### src/rtl/smb_pkg.sv
package smb_pkg;
  localparam int BYTE_W  = 8;
  localparam int REG_NUM = 8;
  localparam int IDX_W   = $clog2(REG_NUM);
  localparam int NUM_OUT = 12;
  localparam int BIT_CW  = 4;

  typedef enum logic [2:0] {
    S_IDLE, S_ADDR, S_INDEX, S_COUNT, S_WDATA, S_RDATA, S_SKIP
  } bus_state_t;

  function automatic logic [6:0] dev_addr(input logic [1:0] sel);
    case (sel)
      2'b00:   dev_addr = 7'h6E;
      2'b01:   dev_addr = 7'h6B;
      default: dev_addr = 7'h6A;
    endcase
  endfunction
endpackage

### src/rtl/smb_sync.sv
module smb_sync #(
  parameter int STAGES = 2,
  parameter int WIDTH  = 2
) (
  input  logic             clk,
  input  logic             rst,
  input  logic [WIDTH-1:0] d,
  output logic [WIDTH-1:0] q
);
  logic [WIDTH-1:0] pipe [STAGES];

  always_ff @(posedge clk) begin
    if (rst) begin
      for (int i = 0; i < STAGES; i++) pipe[i] <= '1;
    end else begin
      pipe[0] <= d;
      for (int i = 1; i < STAGES; i++) pipe[i] <= pipe[i-1];
    end
  end

  assign q = pipe[STAGES-1];
endmodule

### src/rtl/smb_regs.sv
module smb_regs
  import smb_pkg::*;
(
  input  logic                clk,
  input  logic                rst,
  input  logic                strap_bw,
  input  logic                strap_pll,
  input  logic [NUM_OUT-1:0]  oe_pin_n,
  input  logic                we,
  input  logic [IDX_W-1:0]    wr_idx,
  input  logic [BYTE_W-1:0]   wr_data,
  input  logic [IDX_W-1:0]    rd_idx,
  output logic [BYTE_W-1:0]   rd_data,
  output logic [BYTE_W-1:0]   count_reg,
  output logic [NUM_OUT-1:0]  en_bits,
  output logic                bw_bit,
  output logic                pll_bit
);
  localparam logic [BYTE_W-1:0] ID_REV_VEN = 8'h21;
  localparam logic [BYTE_W-1:0] ID_DEV_RST = 8'hC0;
  localparam logic [BYTE_W-1:0] CNT_RST    = 8'h07;
  localparam int HI_W = NUM_OUT - BYTE_W;

  logic [BYTE_W-1:0] mode_q, en_lo_q, dev_q, cnt_q;
  logic [HI_W-1:0]   en_hi_q;

  always_ff @(posedge clk) begin
    if (rst) begin
      mode_q  <= {strap_bw, strap_pll, 6'b0};
      en_lo_q <= '1;
      en_hi_q <= '1;
      dev_q   <= ID_DEV_RST;
      cnt_q   <= CNT_RST;
    end else if (we) begin
      case (wr_idx)
        3'd0: mode_q  <= wr_data;
        3'd1: en_lo_q <= wr_data;
        3'd2: en_hi_q <= wr_data[HI_W-1:0];
        3'd6: dev_q   <= wr_data;
        3'd7: cnt_q   <= wr_data;
        default: ;
      endcase
    end
  end

  always_comb begin
    case (rd_idx)
      3'd0:    rd_data = mode_q;
      3'd1:    rd_data = en_lo_q;
      3'd2:    rd_data = {{(BYTE_W-HI_W){1'b0}}, en_hi_q};
      3'd3:    rd_data = oe_pin_n[BYTE_W-1:0];
      3'd4:    rd_data = {{(BYTE_W-HI_W){1'b0}}, oe_pin_n[NUM_OUT-1:BYTE_W]};
      3'd5:    rd_data = ID_REV_VEN;
      3'd6:    rd_data = dev_q;
      default: rd_data = cnt_q;
    endcase
  end

  assign count_reg = cnt_q;
  assign en_bits   = {en_hi_q, en_lo_q};
  assign bw_bit    = mode_q[7];
  assign pll_bit   = mode_q[6];
endmodule

### src/rtl/smb_idx_slave.sv
module smb_idx_slave
  import smb_pkg::*;
#(
  parameter int SYNC_STAGES = 2
) (
  input  logic               clk,
  input  logic               rst,
  input  logic               scl_i,
  input  logic               sda_i,
  output logic               sda_pull,
  input  logic [1:0]         adr_code,
  input  logic [NUM_OUT-1:0] oe_pin_n,
  input  logic               strap_bw,
  input  logic               strap_pll,
  output logic [NUM_OUT-1:0] out_en,
  output logic               bw_low,
  output logic               pll_mode
);
  logic scl_s, sda_s, scl_d, sda_d;
  logic scl_rise, scl_fall, start_det, stop_det;

  smb_sync #(.STAGES(SYNC_STAGES), .WIDTH(2)) u_sync (
    .clk(clk), .rst(rst), .d({scl_i, sda_i}), .q({scl_s, sda_s})
  );

  always_ff @(posedge clk) begin
    if (rst) begin
      scl_d <= 1'b1;
      sda_d <= 1'b1;
    end else begin
      scl_d <= scl_s;
      sda_d <= sda_s;
    end
  end

  assign scl_rise  =  scl_s & ~scl_d;
  assign scl_fall  = ~scl_s &  scl_d;
  assign start_det =  scl_s &  scl_d &  sda_d & ~sda_s;
  assign stop_det  =  scl_s &  scl_d & ~sda_d &  sda_s;

  bus_state_t        state, nxt;
  logic [BIT_CW-1:0] bcnt;
  logic [BYTE_W-1:0] shreg, left;
  logic [IDX_W-1:0]  ptr;
  logic              host_ack;
  logic              busy;
  logic              reg_we;
  logic [BYTE_W-1:0] rd_data, count_reg;
  logic [NUM_OUT-1:0] en_bits;
  logic              bw_bit, pll_bit;

  assign busy   = (state != S_IDLE);
  assign reg_we = (state == S_WDATA) && scl_fall && (bcnt == 4'd8) && (left != '0);

  smb_regs u_regs (
    .clk(clk), .rst(rst), .strap_bw(strap_bw), .strap_pll(strap_pll),
    .oe_pin_n(oe_pin_n), .we(reg_we), .wr_idx(ptr), .wr_data(shreg),
    .rd_idx(ptr), .rd_data(rd_data), .count_reg(count_reg),
    .en_bits(en_bits), .bw_bit(bw_bit), .pll_bit(pll_bit)
  );

  always_ff @(posedge clk) begin
    if (rst) begin
      state    <= S_IDLE;
      nxt      <= S_IDLE;
      bcnt     <= '0;
      shreg    <= '0;
      left     <= '0;
      ptr      <= '0;
      host_ack <= 1'b0;
      sda_pull <= 1'b0;
    end else if (start_det) begin
      state    <= S_ADDR;
      bcnt     <= '0;
      sda_pull <= 1'b0;
    end else if (stop_det) begin
      state    <= S_IDLE;
      bcnt     <= '0;
      sda_pull <= 1'b0;
    end else begin
      case (state)
        S_IDLE, S_SKIP: ;
        S_RDATA: begin
          if (scl_rise && bcnt <= 4'd8) begin
            if (bcnt == 4'd8) host_ack <= ~sda_s;
            bcnt <= bcnt + 1'b1;
          end else if (scl_fall) begin
            if (bcnt >= 4'd1 && bcnt <= 4'd7) begin
              shreg    <= {shreg[6:0], 1'b0};
              sda_pull <= ~shreg[6];
            end else if (bcnt == 4'd8) begin
              sda_pull <= 1'b0;
            end else if (bcnt == 4'd9) begin
              if (host_ack) begin
                shreg    <= rd_data;
                sda_pull <= ~rd_data[7];
                ptr      <= ptr + 1'b1;
                bcnt     <= '0;
              end else begin
                state <= S_SKIP;
              end
            end
          end
        end
        default: begin
          if (scl_rise && bcnt < 4'd8) begin
            shreg <= {shreg[6:0], sda_s};
            bcnt  <= bcnt + 1'b1;
          end else if (scl_fall && bcnt == 4'd8) begin
            bcnt     <= 4'd9;
            sda_pull <= 1'b1;
            case (state)
              S_ADDR: begin
                if (shreg[7:1] == dev_addr(adr_code)) begin
                  nxt <= shreg[0] ? S_RDATA : S_INDEX;
                end else begin
                  state    <= S_SKIP;
                  sda_pull <= 1'b0;
                end
              end
              S_INDEX: begin
                ptr <= shreg[IDX_W-1:0];
                nxt <= S_COUNT;
              end
              S_COUNT: begin
                left <= shreg;
                nxt  <= S_WDATA;
              end
              default: begin
                if (left != '0) begin
                  left <= left - 1'b1;
                  ptr  <= ptr + 1'b1;
                end
                nxt <= S_WDATA;
              end
            endcase
          end else if (scl_fall && bcnt == 4'd9) begin
            bcnt  <= '0;
            state <= nxt;
            if (nxt == S_RDATA) begin
              shreg    <= count_reg;
              sda_pull <= ~count_reg[7];
            end else begin
              sda_pull <= 1'b0;
            end
          end
        end
      endcase
    end
  end

  always_ff @(posedge clk) begin
    if (rst) begin
      out_en   <= '0;
      bw_low   <= 1'b0;
      pll_mode <= 1'b0;
    end else begin
      out_en   <= en_bits & ~oe_pin_n;
      bw_low   <= bw_bit;
      pll_mode <= pll_bit;
    end
  end
endmodule

### config.mk
export PLATFORM = sky130hd
export DESIGN_NAME = smb_idx_slave
export DESIGN_NICKNAME = d
export VERILOG_FILES = /design/src/rtl/smb_pkg.sv /design/src/rtl/smb_sync.sv /design/src/rtl/smb_regs.sv /design/src/rtl/smb_idx_slave.sv
export SDC_FILE = /design/constraint.sdc
export NUM_CORES = 1
export LEC_CHECK = 0
export ABC_CLOCK_PERIOD_IN_PS = 3000
export BUFFER_PORTS_ARGS = -buffer_cell sky130_fd_sc_hd__buf_2
export CORE_MARGIN = 3
export CORE_UTILIZATION = 25
export CTS_BUF_LIST = sky130_fd_sc_hd__clkbuf_4
export CTS_CLUSTER_SIZE = 12
export DETAILED_ROUTE_END_ITERATION = 8
export SYNTH_ARGS = -nofsm -noshare
export SYNTH_HDL_FRONTEND = slang
export SYNTH_SLANG_ARGS = --single-unit
### constraint.sdc
create_clock -name clk -period 3 [get_ports clk]
set_input_delay 0.6 -clock clk [delete_from_list [all_inputs] [get_ports clk]]
set_output_delay 0.6 -clock clk [all_outputs]
set_load 0.02 [all_outputs]
* Word level (Yosys, flattened, before mapping)
Memories as Yosys holds them, arrays and structs flattened.
Index checks and enable logic that the tools add are counted.
** Word-level totals
- Logic and storage cells :: 226
- RAM bits :: 4
- Flip-flop bits (word level) :: 83
- Bits of input ports :: 20
- Memories :: 1
- Output and inout port bits :: 15
** Operators by class
- Bitwise gates (word level) :: 24
- $add $sub $neg :: 3
- Multiplexer cells :: 81
- Reductions and logical operators :: 42
- Order comparisons :: 4
- Equal/unequal tests :: 51
** Memory list
- u_sync.pipe :: words 2, width 2, rd ports 2, clocked after Yosys merged registers in 0, wr ports 2, line smb_sync.sv:10 : logic [WIDTH-1:0] pipe [STAGES];
** Operator list (number)
- $mux W8 :: 14
- $mux W3 :: 22
- $pmux W8 S7 :: 1
- $mux W7 :: 7
- $mux W4 :: 9
- $reduce_and A11 Y1 :: 3
- $ne A4 B4 Y1 const B :: 8
- $pmux W8 S2 :: 2
- $pmux W3 S2 :: 5
- $ne A3 B3 Y1 const B :: 9
- $eq A3 B3 Y1 const B :: 8
- $reduce_and A7 Y1 :: 3
- $mux W1 :: 17
- $ne A2 B2 Y1 const B :: 8
- $not A1 Y1 :: 13
- $reduce_and A13 Y1 :: 1
- $and A12 B12 Y12 :: 1
- $eq A3 B2 Y1 const B :: 4
- $not A12 Y12 :: 1
- $reduce_and A2 Y1 :: 6
- $reduce_bool A3 Y1 :: 4
- $eq A4 B4 Y1 const B :: 2
- $logic_and A1 B1 Y1 :: 8
- $pmux W4 S2 :: 1
- 30 further kinds :: 48

* Longest topological paths before layout
Gate-level depths: netlist of run 1.
An unclocked memory read counts as a cell.
- Word-level depth :: 18
- Depth in mapped cells :: 11
- Mapped depth without buffers :: 8

* Modules after synthesis
Synthesis of run 1 repeated with hierarchy kept, for this count alone.
** Unflattened totals
- Cell total of the unflattened synthesis :: 535
- Area total of the unflattened synthesis :: 4678.2 sq um
** By module, submodules not included
- smb_idx_slave :: area an instance 2727.6 sq um, sequential area each 940.9 sq um, cells an instance 322, times used 1
- smb_regs :: area an instance 1830.5 sq um, sequential area each 740.7 sq um, cells an instance 203, times used 1
- smb_sync :: area an instance 120.1 sq um, sequential area each 80.1 sq um, cells an instance 10, times used 1

* Least setup slack after synthesis of run 1
OpenSTA, ideal clock, no wires.
- Path kind :: register to register
- From :: reg ptr[0]
- To :: reg sda_pull
- Library setup time :: 73 ps
- Path buffers :: 1
- Required time :: 2927 ps
- Cell stages (with the launch flop) :: 9
- Arrival time :: 2137 ps
- Setup slack :: 790 ps
- Period minus slack after synthesis :: 2210 ps
- Path through :: dfxtp_1 ha_1 ha_1 clkbuf_1 nor4_4 mux2_2 o32ai_1 nor3_1 nor3_2
** Between the ends
- Word-level cells in the longest chain between the ends :: 10
- Elaborated cells on any way between the ends :: 16
- Classes of those cells :: 6 x eq/ne; 8 x mux; 1 x bitwise; 1 x reduce/logical
** Ends and longest elaborated chain
- start: declaration :: line smb_idx_slave.sv:44 : logic [IDX_W-1:0] ptr;
- start signal: assignment :: line smb_idx_slave.sv:97 : ptr <= ptr + 1'b1;
- start signal: assignment :: line smb_idx_slave.sv:122 : ptr <= shreg[IDX_W-1:0];
- start signal: assignment :: line smb_idx_slave.sv:132 : ptr <= ptr + 1'b1;
- $eq A3 B3 Y1, or another cell as far along :: line smb_regs.sv:47 : case (rd_idx)
- $pmux W8 S7 (*) :: line smb_regs.sv:47
- $not A1 Y1 (*) :: line smb_idx_slave.sv:96 : sda_pull <= ~rd_data[7];
- $mux W1 (*) :: line smb_idx_slave.sv:94 : if (host_ack) begin
- $mux W1 (*) :: line smb_idx_slave.sv:93 : end else if (bcnt == 4'd9) begin
- $mux W1 (*) :: line smb_idx_slave.sv:91 : end else if (bcnt == 4'd8) begin
- $mux W1 (*) :: line smb_idx_slave.sv:88 : if (bcnt >= 4'd1 && bcnt <= 4'd7) begin
- $mux W1 (*) :: line smb_idx_slave.sv:87 : end else if (scl_fall) begin
- $mux W1 (*) :: line smb_idx_slave.sv:84 : if (scl_rise && bcnt <= 4'd8) begin
- $pmux W1 S2 (*) :: line smb_idx_slave.sv:81 : case (state)
- end signal: assignment :: line smb_idx_slave.sv:90 : sda_pull <= ~shreg[6];
- end signal: assignment :: line smb_idx_slave.sv:96
- end signal: assignment :: line smb_idx_slave.sv:142 : sda_pull <= ~count_reg[7];
- end: declaration :: line smb_idx_slave.sv:10 : output logic sda_pull,
Mark *: on every way between the ends. The rest lies on a longest branch, timed or not. The select of a mux whose other input is x is not followed.
A chain may end at the register's enable or synchronous reset.

* Worst setup path after layout of run 1
Same ends and word-level chain as after synthesis.

==> results of run 1 <==
how the worst max path moves through the flow:
stage | depth (start not counted) | slack (ps) | endpoint | startpoint
floorplan | 8 | 790 | sda_pull$_SDFFE_PP0P_ | ptr[0]$_SDFFE_PP0P_
global placement | 8 | 750 | shreg[2]$_SDFFE_PP0P_ | ptr[0]$_SDFFE_PP0P_
detailed placement | 7 | 730 | sda_pull$_SDFFE_PP0P_ | ptr[0]$_SDFFE_PP0P_
CTS | 7 | 680 | sda_pull$_SDFFE_PP0P_ | ptr[0]$_SDFFE_PP0P_
global route | 8 | 470 | sda_pull$_SDFFE_PP0P_ | ptr[0]$_SDFFE_PP0P_
finish | 7 | 690 | sda_pull$_SDFFE_PP0P_ | ptr[0]$_SDFFE_PP0P_
power groups by stage:
stage                     Clock (mW)  Sequential [mW]  Combinational [mW]
after floorplan                    0             1.22              0.0442
after global placement             0             1.21              0.0970
after detailed placement           0             1.21              0.0964
after CTS                      0.594             1.18              0.0971
after global routing           0.629             1.18               0.105
final                          0.579             1.18              0.0962
final cells by class:
cell class,instances,area (sq um)
fill,1859,12400
multi-input combinational,372,2460
sequential,87,1760
tap,225,282
timing repair buffer,48,275
clock buffer,10,75.1
inverter,12,45.0
clock inverter,4,26.3
routing by layer:
layer  up-vias  GRT usage (%)
li1       1885              -
met5         -              0
met2       113           19.5
met4         0           4.12
met3        18           1.52
met1      1848           16.8
cell families (layout without fill, tap and decap cells):
| kind of cell | Yosys count | in the layout | share of synthesized area, % |
|---|---|---|---|
| AND/OR/NAND/NOR | 205 | 205 | 24.5 |
| AO/OA/AOI/OAI | 120 | 120 | 19.9 |
| flip-flops | 87 | 87 | 39.8 |
| buffers and inverters | 48 | 74 | 4.61 |
| multiplexers | 32 | 32 | 7.29 |
| adder cells (fa/ha/maj) | 11 | 11 | 3.11 |
| XOR/XNOR | 4 | 4 | 0.792 |
cells in the final DEF (no fill, tap or decap), types with 4 or more instances in the layout:
cell / n
inv_1: 12
or2_2: 8
a311oi_1: 4
buf_2: 34
a22oi_1: 8
nand3_1: 27
dfxtp_1: 85
buf_4: 14
clkbuf_4: 10
a211oi_1: 9
a21oi_1: 22
nor3b_1: 17
nor2b_1: 8
nand2_1: 42
mux2i_1: 30
a221oi_1: 11
nor2_1: 60
nand2b_1: 7
o21ai_0: 16
o21ai_1: 7
nor3_1: 5
a222oi_1: 4
ha_1: 11
==> results.cfg, run 1 <==
[timing]
finClkSkew_ps = 25.1
setup_tns_ps = 0
worstMarginPinSlew_ps = 815
max_freq_mhz = 433
period_needed_ps = 2310
setup_violations = 0
relSlewSlack_pct = 45.7
fin_ws_ps = 689
slew_viol_final = 0
hold_viol_final = 0
fin_crit_sh_pct = 77.0
holdWs_ps = 319
rsz0062_at_grt = false

[place]
hpwlAfterDp_microns = 8270
dp_cells = 744
io_buffers = 34
dpl-instance-area_sq_um = 4820
gp_congestion = 0.829
place_worst_setup_slack_ps = 728

[synth]
synth-seq-cells = 87
synthCells = 507
yosysMostFrequentCell = dfxtp_1
synth-edff-count = 2
yosysSeqAreaShare_pct = 39.8
yosys-top-cells-area = dfxtp_1 (38%), mux2i_1 (6.8%), nor2_1 (5.1%), nand2_1 (3.6%), ha_1 (3.1%)
synth_ff_type = dfxtp_1
synth-async-reset-ratio_pct = 0
synth_nets = 538
netlist_area_sq_um = 4430
netlist-cell-type-count = 76
synth_largest_area_cell = dfxtp_1
yosys_warnings = 0
synthTopCellsByCount = dfxtp_1 (85), nor2_1 (60), nand2_1 (42)
synth_top_area_share_pct = 38.4
avgSynthCellArea_sq_um = 8.73

[floorplanning]
core_sq_um = 17300
die_w_microns = 139
die_h_microns = 139
boundaryPins = 35
start_util_pct = 25.6
num_rows = 48
dieArea_sq_um = 19300

[critical_path]
crit_arrival_ps = 2690
cp-end-kind = flop
crit_type = flop to flop
cp_top_family = simple AND/OR/NAND/NOR gates
cp_cell_sequence = inv_1, ha_1, nor4_4, mux2_2, o32ai_1, nor3_1, nor3_2
r2r_start = ptr[0]$_SDFFE_PP0P_
required_ps = 3370
r2r_slack_ps = 690
critPathLaunchType = flop
r2r_end = sda_pull$_SDFFE_PP0P_
crit_fanout = 18
worst_path_max_delay_cell = ha_1
r2r_cells = 7
slowest_delay_ps = 480
critPathBufInv = 1

[detailed_routing]
drtAntennaViolNets = 0
drc = 0
drt-pass1-iter-count = 8
vias = 3864
met2_length_microns = 5580
wire_per_inst_microns = 15.9
drt_iter0_drc = 382
wl_microns = 12000
post_drt_via_cell_ratio = 5.10
met3_length_microns = 553
drt-met1-wl_microns = 5690
routed.top_layer = met4

[finish]
nets = 561
fin_area_sq_um = 4930
top_register = out_en
syn_to_final_growth_pct = 11.3
largest_reg_flops = 12
n_antenna_cell = 0
utilization_pct = 28.5
layoutNonFillerInstCount = 758
layout-drive-gt1-share_pct = 17.1

[clock_network]
ctsHtreeMaxLevel = 3
cts.reportedPaths.clkPinSlew_ps = 130
cts_tree = yes
clkSinkCount = 87
ctsHoldBuffers = 0
numCtsBuffers = 9
clock_latency_ps = 460
clock-root-buffer = clkbuf_4
cts_resized = 0
postCtsSetupBuffers = 0
cts_buffer_depth = 2

[pwr]
pwr-share-clk_pct = 31.2
seqPwrFrac_pct = 63.6
peakVddDrop_v = 0.000156
power_density_nw_per_um2 = 377
share_comb_of_total_power_pct = 5.2
sw_frac_of_total_pct = 25.8
total_leakage_power_nw = 1.89
p_total_mw = 1.86
p_int_mw = 1.38
p_switching_uw = 479

[hold_path]
hp-class = input pin to flop
hold_depth = 2
holdCritStartpoint = oe_pin_n[11]
hold_end = out_en[11]$_SDFF_PP0_

[global_route]
grt_pass1_vias = 3639
grt_max_degree = 46
track_usage_pct = 12.1
overflow = 0
grt_pass1_wl_microns = 19300
antenna_found_initial = 0

[run]
drv_cap = 0

[outcome]
outcome = completed
(Power assumes the default switching activity.)
==> run 2: changes to the inputs <==
--- a/config.mk
+++ b/config.mk
@@ -5,7 +5,8 @@
 export SDC_FILE = /design/constraint.sdc
 export NUM_CORES = 1
 export LEC_CHECK = 0
-export ABC_CLOCK_PERIOD_IN_PS = 3000
+export ABC_AREA = 1
+export ABC_CLOCK_PERIOD_IN_PS = 2200
 export BUFFER_PORTS_ARGS = -buffer_cell sky130_fd_sc_hd__buf_2
 export CORE_MARGIN = 3
 export CORE_UTILIZATION = 25
==> constraint.sdc (replaced) <==
create_clock -name clk -period 2.2 [get_ports clk]
set_input_delay 0.44 -clock clk [delete_from_list [all_inputs] [get_ports clk]]
set_output_delay 0.44 -clock clk [all_outputs]
set_load 0.02 [all_outputs]
==> run 2 against run 1 <==
Effect of this change: maximum frequency up 15%; sequential share of layout area is 1.7 points lower; total power increased by 42%; via count is 11% higher; critical endpoint is now left[6]$_SDFFE_PP0P_; largest power group unchanged; worst hold slack worse by 200 ps; first-iteration DRC count decreased by 11%; clock-buffer cell count is 1 lower; largest cell class unchanged; combinational power grew 72%; sequential cell count stayed put; utilization grew 1.0 points; design area grew 5.0%; critical path type unchanged; non-clock buffer count grew 3.
==> results.cfg, run 2 <==
[synth]
synth_largest_area_cell = dfxtp_1
netlist_area_sq_um = 4540
avgSynthCellArea_sq_um = 6.79
netlist-cell-type-count = 35
synthTopCellsByCount = nand2_1 (161), nor2_1 (89), dfxtp_1 (85)
synthCells = 669
synth-edff-count = 2
synth_top_area_share_pct = 37.5
yosys-top-cells-area = dfxtp_1 (37%), nand2_1 (13%), nor2_1 (7.4%), inv_1 (6.1%), o21ai_0 (4.7%)
synth-seq-cells = 87
yosysSeqAreaShare_pct = 38.8
yosys_warnings = 0
synth_nets = 700
synth-async-reset-ratio_pct = 0
synth_ff_type = dfxtp_1
yosysMostFrequentCell = nand2_1

[finish]
n_antenna_cell = 0
top_register = out_en
final_cell_mix = nand2_1 (159), nor2_1 (89), dfxtp_1 (85), inv_1 (74), o21ai_0 (43)
syn_to_final_growth_pct = 13.8
layout-drive-gt1-share_pct = 15.2
final_common_cell = nand2_1
layoutNonFillerInstCount = 943
nets = 744
largest_reg_flops = 12

[critical_path]
crit_fanout = 11
r2r_slack_ps = 200
critPathLaunchType = flop
cp-end-kind = flop
r2r_cells = 11
required_ps = 2590
r2r_end = left[6]$_SDFFE_PP0P_
crit_type = flop to flop
crit_arrival_ps = 2390
r2r_start = bcnt[0]$_SDFFE_PP0P_

[global_route]
grt_pass1_vias = 4007
met3_usage_pct = 2.88
antenna_found_initial = 0
track_usage_pct = 12.8
grt_max_degree = 64
busiest_layer = met2
gr-usage-met1_pct = 17.7
grt_pass1_wl_microns = 20400
overflow = 0
met2_usage_pct = 19.7

[timing]
finClkSkew_ps = 20.2
holdWs_ps = 117
setup_violations = 0
slew_viol_final = 0
fin_crit_sh_pct = 91.0
worstMarginPinSlew_ps = 423
max_freq_mhz = 500
relSlewSlack_pct = 71.6
hold_viol_final = 0
setup_tns_ps = 0
rsz0062_at_grt = false
fin_ws_ps = 198
period_needed_ps = 2000

[clock_network]
clock-root-buffer = clkbuf_4
ctsHoldBuffers = 0
clkSinkCount = 87
numCtsBuffers = 9
ctsHtreeMaxLevel = 3
postCtsSetupBuffers = 0
cts_tree = yes
cts_buffer_depth = 2
cts.reportedPaths.clkPinSlew_ps = 160
clock_latency_ps = 480

[place]
place_worst_setup_slack_ps = 145
gp_congestion = 0.934
hpwlAfterDp_microns = 9110
io_buffers = 34
dp_cells = 927

[floorplanning]
core_sq_um = 17500
boundaryPins = 35
num_rows = 48
dieArea_sq_um = 19800
die_w_microns = 141
start_util_pct = 25.9
die_h_microns = 141

[detailed_routing]
drtAntennaViolNets = 0
wl_microns = 12400
vias = 4302
post_drt_via_cell_ratio = 4.56
drt_iter0_drc = 341
wire_per_inst_microns = 13.1
drt-pass1-iter-count = 4
drc = 0

[hold_path]
holdCritStartpoint = oe_pin_n[9]
hold_end = out_en[9]$_SDFF_PP0_
hp-class = input pin to flop
hold_depth = 2

[pwr]
p_total_mw = 2.64
power_density_nw_per_um2 = 511
peakVddDrop_v = 0.000209
total_leakage_power_nw = 2.41

[run]
drv_cap = 0

[outcome]
outcome = completed
run 2: layout make-up:
| class | count | area (sq um) |
|---|---|---|
| fillers | 1937 | 12400 |
| multi-input cells | 479 | 2370 |
| repair buffers | 51 | 310 |
| well taps | 225 | 282 |
| inverters | 85 | 320 |
| clock inverters | 7 | 60.1 |
| clock buffers | 9 | 67.6 |
| flip-flops and latches | 87 | 1760 |
run 2: worst max-delay path by stage:
stage | from | end | slack [ps] | depth (start not counted)
3_3_place_gp | bcnt[0]$_SDFFE_PP0P_ | left[6]$_SDFFE_PP0P_ | 190 | 11
5_1_grt | ptr[0]$_SDFFE_PP0P_ | sda_pull$_SDFFE_PP0P_ | 2 | 12
4_1_cts | bcnt[0]$_SDFFE_PP0P_ | left[6]$_SDFFE_PP0P_ | 140 | 11
2_1_floorplan | ptr[0]$_SDFFE_PP0P_ | sda_pull$_SDFFE_PP0P_ | 470 | 11
6_report | bcnt[0]$_SDFFE_PP0P_ | left[6]$_SDFFE_PP0P_ | 200 | 11
3_5_place_dp | bcnt[0]$_SDFFE_PP0P_ | left[6]$_SDFFE_PP0P_ | 140 | 11
run 2: metrics by stage:
step | instance area, sq um | utilization [%]
finish | 5170 | 29.5
global route | 5170 | 29.5
CTS | 5170 | 29.5
detailed placement | 5040 | 28.7
global placement | 5040 | 28.7
floorplan | 4540 | -
run 2: cells by family (layout without fill, tap and decap cells):
logic type	after synthesis	count (layout)	share of synthesized area (%)
adder cells (fa/ha/maj)	11	11	3.03
AND/OR/NAND/NOR	338	338	32.8
flip-flops	87	87	38.8
AO/OA/AOI/OAI	127	127	15.6
buffers and inverters	103	152	9.17
XOR/XNOR	3	3	0.578
run 2: what timing repair did:
item / 4_1_cts / 5_1_grt
hold endpoints to repair: 0 / 0
endpoints found under the setup margin: 0 / 6
resized for setup: 0 / 2
run 2: power breakdown:
part | switching (mW) | total (mW) | internal (mW)
clock | 0.619 | 0.864 | 0.245
sequential | 0.0100 | 1.61 | 1.60
combinational | 0.110 | 0.165 | 0.0551
run 2: critical path, stage by stage, from the launching register on:
cell,delay (ps)
dfxtp_1,380
inv_1,90
ha_1,240
nand3_4,130
nor2_4,150
nand2_2,100
nor3_2,280
nand2_2,230
inv_1,160
nand2_1,70
nand2_1,60
a21oi_1,40
run 2: metal layers:
layer | part of all wire (%) | routed length (microns)
met3 | 5.6 | 691
met5 | 0 | 0
met2 | 45 | 5510
met1 | 48 | 5990
met4 | 1.5 | 189
==> run 3: changes to the inputs <==
--- a/config.mk
+++ b/config.mk
@@ -13,6 +13,7 @@
 export CTS_BUF_LIST = sky130_fd_sc_hd__clkbuf_4
 export CTS_CLUSTER_SIZE = 12
 export DETAILED_ROUTE_END_ITERATION = 8
+export PLACE_DENSITY = 0.48
 export SYNTH_ARGS = -nofsm -noshare
 export SYNTH_HDL_FRONTEND = slang
 export SYNTH_SLANG_ARGS = --single-unit
==> run 3 against run 2 <==
Effect of this change: worst hold slack worse by 30 ps; total power up 6.9%; first-iteration DRC count down 5.0%; utilization up 0.46 points; combinational power up 3%; routed wire length up 5.7%; sequential share of layout area down 0.53 points; critical path depth down 3; register-to-register slack about the same; via count up 0.46%; clock power up 20%; sequential power about the same; critical endpoint is now u_regs.mode_q[7]$_DFFE_PP_; largest cell class unchanged.
==> results.cfg, run 3 (synthesis results as in run 2) <==
[critical_path]
crit_type = flop to flop
slowest_delay_ps = 370
setup.worst_path.end = u_regs.mode_q[7]$_DFFE_PP_
r2r_slack_ps = 190
required_ps = 2430
critPathBufInv = 2
crit_arrival_ps = 2240
cp-end-kind = flop
startpoint = bcnt[1]$_SDFFE_PP0P_
critPathLaunchType = flop
r2r_cells = 8
cp.depth = 8
cp_top_family = simple AND/OR/NAND/NOR gates
r2r_start = bcnt[1]$_SDFFE_PP0P_
r2r_end = u_regs.mode_q[7]$_DFFE_PP_
worst_path_max_delay_cell = dfxtp_1
crit_fanout = 14
cp_cell_sequence = inv_1, ha_1, nand3_4, nor2_4, nand2_2, nor2_4, inv_1, nand2_1

[finish]
n_antenna_cell = 0
nets = 751
layout-drive-gt1-share_pct = 16.1
fin_area_sq_um = 5250
multi_input_area_sq_um = 2370
final.fill_count = 1999
top_register = out_en
largest_reg_flops = 12
final_cell_mix = nand2_1 (159), nor2_1 (89), dfxtp_1 (85), inv_1 (74), o21ai_0 (43)
final_common_cell = nand2_1
utilization_pct = 30.0
final-seq-area_sq_um = 1760
syn_to_final_growth_pct = 15.6

[detailed_routing]
vias = 4322
wire_per_inst_microns = 13.8
drt-pass1-iter-count = 4
drtAntennaViolNets = 0
drt_iter0_drc = 324
wl_microns = 13100
drc = 0
post_drt_via_cell_ratio = 4.55

[timing]
worstMarginPinSlew_ps = 391
setup_tns_ps = 0
fin_ws_ps = 193
period_needed_ps = 2010
max_freq_mhz = 498
relSlewSlack_pct = 73.9
finClkSkew_ps = 26.4
setup_violations = 0
slew_viol_final = 0
hold_viol_final = 0
fin_crit_sh_pct = 91.2
rsz0062_at_grt = false

[floorplanning]
boundaryPins = 35
die_h_microns = 141
core_sq_um = 17500
start_util_pct = 25.9
die_w_microns = 141
dieArea_sq_um = 19800
num_rows = 48

[place]
hpwlAfterDp_microns = 9970
io_buffers = 34
gp_congestion = 0.863
place_worst_setup_slack_ps = 152
dpl-instance-area_sq_um = 5090

[clock_network]
cts_tree = yes
clock-root-buffer = clkbuf_4
cts_buffer_depth = 2
ctsHoldBuffers = 0
postCtsSetupBuffers = 0
ctsHtreeMaxLevel = 3
clock_latency_ps = 500
clkSinkCount = 87
cts_resized = 0
cts.reportedPaths.clkPinSlew_ps = 170
numCtsBuffers = 9

[pwr]
peakVddDrop_v = 0.000222
power_density_nw_per_um2 = 538
p_total_mw = 2.83
total_leakage_power_nw = 2.45

[global_route]
met3_usage_pct = 2.88
antenna_found_initial = 0
gr-usage-met1_pct = 18.7
grt_pass1_vias = 4044
met2_usage_pct = 21.4
busiest_layer = met2
overflow = 0
grt_max_degree = 49
grt_pass1_wl_microns = 21200
track_usage_pct = 13.5

[outcome]
outcome = completed

[hold_path]
holdCritStartpoint = oe_pin_n[10]
hold_depth = 2
hp-class = input pin to flop

[run]
drv_cap = 0
## run 3: worst min-delay path by stage
stage | slack (ps) | to
final | 90 | out_en[10]$_SDFF_PP0_
after global routing | 70 | out_en[10]$_SDFF_PP0_
after CTS | 70 | out_en[10]$_SDFF_PP0_
after detailed placement | 400 | u_sync.pipe[0][2]$_SDFF_PP1_
after global placement | 390 | u_sync.pipe[0][2]$_SDFF_PP1_
after floorplan | 390 | u_sync.pipe[0][2]$_SDFF_PP1_
## run 3: where the power goes
group	internal [mW]	leakage (nW)	switching [mW]
registers	1.60	0.711	0.00850
logic	0.0580	1.66	0.111
clock network	0.375	0.0825	0.669
total	2.04	2.45	0.789
## run 3: metrics by stage
stage / hold WS (ps) / cells
2_1_floorplan: 389 / 669
3_3_place_gp: 391 / 934
3_5_place_dp: 404 / 934
4_1_cts: 66.1 / 950
5_1_grt: 69.1 / 950
6_report: 87.0 / 950
## run 3: worst reg2reg max path: stages, from the launching register on
cell	delay [ps]
dfxtp_1	370
inv_1	100
ha_1	260
nand3_4	140
nor2_4	150
nand2_2	180
nor2_4	330
inv_1	100
nand2_1	110
## run 3: layer usage
| layer | vias to the layer above | part of all wire [%] |
|---|---|---|
| li1 | 2263 | - |
| met1 | 1968 | 51 |
| met2 | 78 | 44 |
| met3 | 13 | 3.8 |
| met4 | 0 | 1.3 |
| met5 | - | 0 |
## run 3: area by class of cell
type | count | share of cell area [%]
multi-input combinational | 479 | 45.1
sequential | 87 | 33.5
tap | 225 | 5.36
clock buffer | 9 | 1.29
inverter | 85 | 6.10
clock inverter | 7 | 1.69
timing repair buffer | 58 | 6.91
